`src/rtl/vpll_seq_pkg.sv`:
```
package vpll_seq_pkg;

    typedef enum logic [2:0] {
        ST_IDLE,
        ST_PULSE,
        ST_GAP,
        ST_WAIT,
        ST_DONE,
        ST_FAIL
    } seq_state_e;

    localparam int          STAT_W     = 8;
    localparam logic [7:0]  LOCK_MASK  = 8'h6F;
    localparam logic [7:0]  LOCK_MATCH = 8'h03;

endpackage

```
`src/rtl/vpll_lock_qual.sv`:
```
module vpll_lock_qual #(
    parameter int               W     = 8,
    parameter logic [W-1:0]     MASK  = '1,
    parameter logic [W-1:0]     MATCH = '0
) (
    input  logic [W-1:0] stat_i,
    input  logic         go_rb_i,
    output logic         ok_o
);
    logic [W-1:0] bit_ok;

    for (genvar i = 0; i < W; i++) begin : g_bit
        if (MASK[i]) begin : g_care
            assign bit_ok[i] = (stat_i[i] == MATCH[i]);
        end else begin : g_skip
            assign bit_ok[i] = 1'b1;
        end
    end

    assign ok_o = (&bit_ok) && !go_rb_i;
endmodule

```
`src/rtl/vpll_tick_window.sv`:
```
module vpll_tick_window #(
    parameter int TICKS = 1000
) (
    input  logic clk,
    input  logic rst,
    input  logic load_i,
    input  logic en_i,
    input  logic tick_i,
    output logic last_o
);
    localparam int CNT_W = $clog2(TICKS + 1);

    logic [CNT_W-1:0] cnt_d, cnt_q;

    always_comb begin
        cnt_d = cnt_q;
        if (load_i) begin
            cnt_d = '0;
        end else if (en_i && tick_i) begin
            cnt_d = cnt_q + CNT_W'(1);
        end
    end

    always_ff @(posedge clk) begin
        if (rst) cnt_q <= '0;
        else     cnt_q <= cnt_d;
    end

    assign last_o = en_i && tick_i && (cnt_q == CNT_W'(TICKS - 1));
endmodule

```
`src/rtl/vpll_lock_seq.sv`:
```
module vpll_lock_seq
    import vpll_seq_pkg::*;
#(
    parameter int WAIT_TICKS = 1000,
    parameter int MAX_TRIES  = 20,
    localparam int TRY_W     = $clog2(MAX_TRIES + 1)
) (
    input  logic              clk,
    input  logic              rst,
    input  logic              start_i,
    input  logic [7:0]        stat_i,
    input  logic              go_rb_i,
    input  logic              ref_tick_i,
    output logic              go_o,
    output logic              done_o,
    output logic              err_o,
    output logic [TRY_W-1:0]  tries_o
);
    typedef struct packed {
        seq_state_e         st;
        logic [TRY_W-1:0]   tries;
    } ctl_t;

    ctl_t ctl_d, ctl_q;
    logic win_load, win_en, win_last, lock_ok;

    vpll_lock_qual #(
        .W     (STAT_W),
        .MASK  (LOCK_MASK),
        .MATCH (LOCK_MATCH)
    ) u_qual (
        .stat_i  (stat_i),
        .go_rb_i (go_rb_i),
        .ok_o    (lock_ok)
    );

    vpll_tick_window #(
        .TICKS (WAIT_TICKS)
    ) u_win (
        .clk    (clk),
        .rst    (rst),
        .load_i (win_load),
        .en_i   (win_en),
        .tick_i (ref_tick_i),
        .last_o (win_last)
    );

    always_comb begin
        ctl_d    = ctl_q;
        win_load = 1'b0;
        win_en   = 1'b0;
        case (ctl_q.st)
            ST_IDLE, ST_DONE, ST_FAIL: begin
                if (start_i) begin
                    ctl_d.st    = ST_PULSE;
                    ctl_d.tries = TRY_W'(1);
                end
            end
            ST_PULSE: begin
                win_load = 1'b1;
                ctl_d.st = ST_GAP;
            end
            ST_GAP: begin
                ctl_d.st = ST_WAIT;
            end
            ST_WAIT: begin
                win_en = 1'b1;
                if (win_last) begin
                    if (lock_ok) begin
                        ctl_d.st = ST_DONE;
                    end else if (ctl_q.tries == TRY_W'(MAX_TRIES)) begin
                        ctl_d.st = ST_FAIL;
                    end else begin
                        ctl_d.st    = ST_PULSE;
                        ctl_d.tries = ctl_q.tries + TRY_W'(1);
                    end
                end
            end
            default: ctl_d.st = ST_IDLE;
        endcase
    end

    always_ff @(posedge clk) begin
        if (rst) begin
            ctl_q.st    <= ST_IDLE;
            ctl_q.tries <= '0;
        end else begin
            ctl_q <= ctl_d;
        end
    end

    assign go_o    = (ctl_q.st == ST_PULSE);
    assign done_o  = (ctl_q.st == ST_DONE);
    assign err_o   = (ctl_q.st == ST_FAIL);
    assign tries_o = ctl_q.tries;
endmodule

```
`config.mk`:
```
export PLATFORM = sky130hd
export DESIGN_NAME = vpll_lock_seq
export DESIGN_NICKNAME = d
export VERILOG_FILES = /design/src/rtl/vpll_seq_pkg.sv /design/src/rtl/vpll_lock_qual.sv /design/src/rtl/vpll_tick_window.sv /design/src/rtl/vpll_lock_seq.sv
export SDC_FILE = /design/constraint.sdc
export NUM_CORES = 1
export LEC_CHECK = 0
export BUFFER_PORTS_ARGS = -buffer_cell sky130_fd_sc_hd__buf_2
export CELL_PAD_IN_SITES_DETAIL_PLACEMENT = 1
export CELL_PAD_IN_SITES_GLOBAL_PLACEMENT = 1
export CORE_MARGIN = 4
export CORE_UTILIZATION = 36
export DETAILED_ROUTE_END_ITERATION = 8
export PLACE_DENSITY_LB_ADDON = 0.15
export SKIP_LAST_GASP = 1
export SLEW_MARGIN = 20
export SYNTH_ARGS = -nofsm -noshare
export SYNTH_HDL_FRONTEND = slang
export SYNTH_SLANG_ARGS = --single-unit
```
`constraint.sdc`:
```
create_clock -name clk -period 1.4 [get_ports clk]
set_input_delay 0.07 -clock clk [delete_from_list [all_inputs] [get_ports clk]]
set_output_delay 0.07 -clock clk [all_outputs]
set_load 0.05 [all_outputs]
```
==> After elaboration in Yosys (flattened, before gate mapping) <==
Cells that the tools add are included.
{ "op_classes": {"add_sub_neg": 2, "eq_ne": 11, "mux": 10, "bitwise_logic": 4, "reduce_logical": 11} }
{ "ops": {"columns": ["cell", "count"], "rows": [
  ["$mux W8", 2],
  ["$pmux W3 S4", 1],
  ["$add A10 B1 Y10 const B", 1],
  ["$eq A10 B10 Y1 const B", 1],
  ["$mux W5", 2],
  ["$pmux W5 S2", 1],
  ["$eq A3 B2 Y1 const B", 2],
  ["$eq A3 B3 Y1 const B", 2],
  ["$mux W3", 2],
  ["$ne A2 B2 Y1 const B", 3],
  ["$reduce_and A6 Y1", 1],
  ["$add A5 B1 Y5 const B", 1],
  ["$eq A5 B5 Y1 const B", 1],
  ["$reduce_and A5 Y1", 1],
  ["$not A1 Y1", 4],
  ["$eq A3 B1 Y1 const B", 1],
  ["$logic_and A1 B1 Y1", 3],
  ["$logic_not A3 Y1", 1],
  ["$reduce_or A3 Y1", 1],
  ["$mux W1", 2],
  ["$ne A2 B1 Y1 const B", 1],
  ["$reduce_and A2 Y1", 1],
  ["$reduce_bool A2 Y1", 1],
  ["$reduce_or A2 Y1", 1],
  ["$logic_not A1 Y1", 1]
]} }
{ "totals": {"register_bits": 18, "input_bits": 13, "output_inout_bits": 8, "elab_cells": 41} }

==> Logic depth before layout (Yosys ltp) <==
{ "logic_depth": {"word_depth": 6, "mapped_depth": 6, "ltp_nobuf": 6} }

==> Modules after synthesis <==
A second synthesis with hierarchy kept.
{ "unflattened": {"cells_unflattened": 121, "area_unflattened_um2": 1022.2} }
{ "modules_own_cells": {"columns": ["module", "instances", "cells_per_inst", "area_per_inst_um2", "seq_area_each_um2"], "rows": [
  ["vpll_lock_seq", 1, 64, 536.8, 160.2],
  ["vpll_tick_window", 1, 54, 464.2, 200.2],
  ["vpll_lock_qual", 1, 3, 21.3, 0.0]
]} }

==> Worst setup path before layout <==
Ideal clock, no wire load.
{ "synth_timing": {"path_kind": "reg-to-reg", "from": "register ctl_q[5] in the netlist's numbering", "to": "register u_win.cnt_q[0]", "setup_time_ns": 0.117, "arrival_time_ns": 2.088, "required_time_ns": 1.283, "setup_slack_ns": -0.805, "stages_incl_launch_ff": 7, "n_path_buf": 2, "period_less_slack_ns": 2.205, "path_cell_list": "dfxtp_1 > buf_4 > inv_1 > nor3_1 > or2_2 > buf_2 > nor2_1"} }
{ "synth_between": {"elab_chain_cells": 3, "word_cells_on_any_way": 6, "classes_between": "eq/ne (2); mux (2); reduce/logical (2)"} }
{ "synth_rtl": {"columns": ["element", "line", "rtl"], "rows": [
  ["start, declared", "vpll_lock_seq.sv:24", "ctl_t ctl_d, ctl_q;"],
  ["start signal, assigned", "vpll_lock_seq.sv:88", "ctl_q <= ctl_d;"],
  ["$eq A3 B1 Y1", null, null],
  ["via go_o", "vpll_lock_seq.sv:14", "output logic go_o,"],
  ["$mux W1", "vpll_lock_seq.sv:52", "case (ctl_q.st)"],
  ["$reduce_or A2 Y1 (no source line)", null, null],
  ["end signal, assigned", "vpll_tick_window.sv:26", "else cnt_q <= cnt_d;"],
  ["end, declared", "vpll_tick_window.sv:13", "logic [CNT_W-1:0] cnt_d, cnt_q;"]
]} }
The timed path passes the listed nets, and every way through them passes these cells.
A chain may end at the register's enable or synchronous reset.

==> Worst setup path in the final report <==
{ "layout_timing": {"from": "register u_win.cnt_q[4]", "to": "register ctl_q[7] in the netlist's numbering"} }
{ "layout_between": {"elab_chain_cells": 4} }
{ "layout_rtl": {"columns": ["element", "line", "rtl"], "rows": [
  ["$eq A10 B10 Y1", "vpll_tick_window.sv:29", "assign last_o = en_i && tick_i && (cnt_q == CNT_W'(TICKS - 1));"],
  ["$logic_and A1 B1 Y1", "vpll_tick_window.sv:29", null],
  ["$ne A2 B1 Y1 (no source line)", null, null],
  ["$reduce_and A2 Y1 (no source line)", null, null]
]} }
Every way passes these cells.

==> results.ini <==
[die]
die_h_um=61.94
initial_core_util_pct=37.98
core_area_um2=2758
die_w_um=61.94
die_area_um2=3836
pin_count=21
row_count=19

[grt]
gr-total-overflow=0
grt_first_pass_wirelength_um=4409
grt_use_total_pct=15.99
grt_max_degree=12
antenna_found_initial=0
grt_pass1_vias=1008

[logic_synthesis]
yosysTopAreaCellShare_pct=34.41
syn_inst=118
yosys.area.top_type=dfxtp_1
synthTopCellsByArea=dfxtp_1 (34%), xnor2_1 (6.7%), nor2_1 (5.7%)
synth_edf_count=0
yosysWarnings=0
yosysUniqueCellTypes=43
synth_area_per_cell_um2=8.875
synth_nets=134
async_reset_ff_share_pct=0
yosysSeqAreaShare_pct=34.41
syn_area_um2=1047
ys_seq_elements=18
dominantRegCellSynth=dfxtp_1

[min_path]
hp-class=primary input to flop

[worst_setup_path]
cp.required_ns=1.66
crit_fanout=4
r2r_slack_ns=-0.07
worst_setup_path_start_kind=flop
critPathArrivalTime_ns=1.73
cp-end-kind=flop
worstSetupPathType=flop to flop

[cts]
h-tree-depth=1
clk_pin_slew_ns=0.12
root_buffer=clkbuf_4
numCtsBuffers=3
cts_tree=done
numClockSinks=18
cts_hold_buf=0
cts_buffer_depth=2
clk_latency_ns=0.31

[finish]
layout_common_cells=buf_4 (30), buf_2 (15), nor2_1 (14), dfxtp_2 (9), xnor2_1 (8)
fill_cells=315
multi_input_area_um2=777.0
n_antenna_cell=0
seq_area_um2=379.1
design_area_um2=1590
area_growth_pct=51.85
layout_commonest_cell=buf_4
stdcell_count=192
drive_gt1_share_pct=57.76
nNetsFinal=178

[route]
detail_route.wl_per_cell_um=16.40
drtPass1Iterations=4
drc=0
drtAntennaViolNets=0
post_drt_via_cell_ratio=5.333
drt-initial-drc-count=21
vias=1024
routed_wl_um=3149

[status]
status=complete, but fails checks
violations=setup timing

[job]
max_cap_viol_count=0

[timing]
min_period_ns=1.468
fin_ws_ns=-0.06800
finalSetupViolCount=3
rsz0062_at_grt=true
relSlewSlack_pct=68.36
final_max_slew_viol_count=0
hold_violations=0
fin_crit_sh_pct=104.9
max_slew.worst_pin.slew_ns=0.4736
clock.fmax_ghz=0.6812
skew_ns=0.007660

[place]
routabilityCongestion=0.7774
dpl_cell_area_um2=1296
dp_hpwl_um=2107
dpl.cell_count=180
io_buffers=18

[pwr]
power_mw=1.073
p_leak_nw=0.6793
powerDensity_nw_per_um2=674.9
vdd_drop_max_uv=582.0

-- path summary, 6_finish.rpt --
check,depth (start not counted),endpoint,startpoint
worst min register to register,2,u_win.cnt_q[8],u_win.cnt_q[8]
worst max-delay path,5,ctl_q[7],u_win.cnt_q[4]
worst min-delay path,2,tries_o[1],rst
worst max register to register,5,ctl_q[7],u_win.cnt_q[4]
-- state kept, by name, indices dropped and copies added (netlist names) --
name,flops
ctl_q,3
tries_o,5
u_win.cnt_q,10
-- repair_timing --
action,in CTS,in global routing
pin swaps,8,14
cloned,0,0
endpoints found under the setup margin,10,16
buffers inserted,5,4
resized for setup,23,24
-- per-stage QoR --
step / util [%] / setup WS [ns] / setup TNS [ns] / hold slack (ns)
floorplan: - / -0.01715 / -0.1710 / 0.2380
global placement: 47.01 / -0.01680 / -0.04909 / 0.3690
detailed placement: 47.01 / -0.1115 / -0.4016 / 0.3860
CTS: 52.99 / -0.08964 / -0.2598 / 0.04849
global route: 57.67 / -0.1469 / -0.8205 / 0.04433
finish: 57.67 / -0.06800 / -0.1326 / 0.03726
-- worst max-delay path, stage by stage, from the launching register on --
cell and delay [ns]:
dfxtp_2 0.34, nand4bb_4 0.24, nor4_4 0.39, buf_4 0.17, nor2b_2 0.14, o21ba_2 0.13
-- where the power goes --
group / switching [mW] / leakage [nW] / total (mW) / internal, mW
combinational: 0.107 / 0.507 / 0.184 / 0.0776
clock: 0.186 / 0.0210 / 0.346 / 0.159
sequential: 0.0194 / 0.151 / 0.543 / 0.524
-- cells by family after synthesis --
group,share of synthesized area [%]
and+or+nand+nor,32.26
AOI/OAI and AO/OA,12.90
DFF,34.41
buffers and inverters,8.362
xor gates and xnor gates,7.527
adders and majority gates,3.585
muxes,0.9558
-- area by class of cell --
type | instances | area share, %
sequential | 18 | 23.84
inverter | 6 | 1.574
tap | 31 | 2.439
clock buffer | 4 | 2.282
timing repair buffer | 48 | 21.01
multi-input combinational | 85 | 48.86
-- synth_stat cells, types with 3 or more instances --
library cell and count:
dfxtp_1 18, nor2_1 16, xnor2_1 8, buf_4 6, inv_1 6, nor3_1 6, nand2_1 5, nor4_1 4
a21oi_1 3, a31oi_1 3, ha_1 3, nand3_1 3
-- metal layers --
layer	GRT usage [%]	up-vias	wire [um]
li1	-	509	-
met5	0	-	0
met2	29.60	13	1724
met1	17.39	500	1294
met3	3.306	2	96
met4	6.970	0	34
No activity file was read; power rests on OpenSTA's default activity.
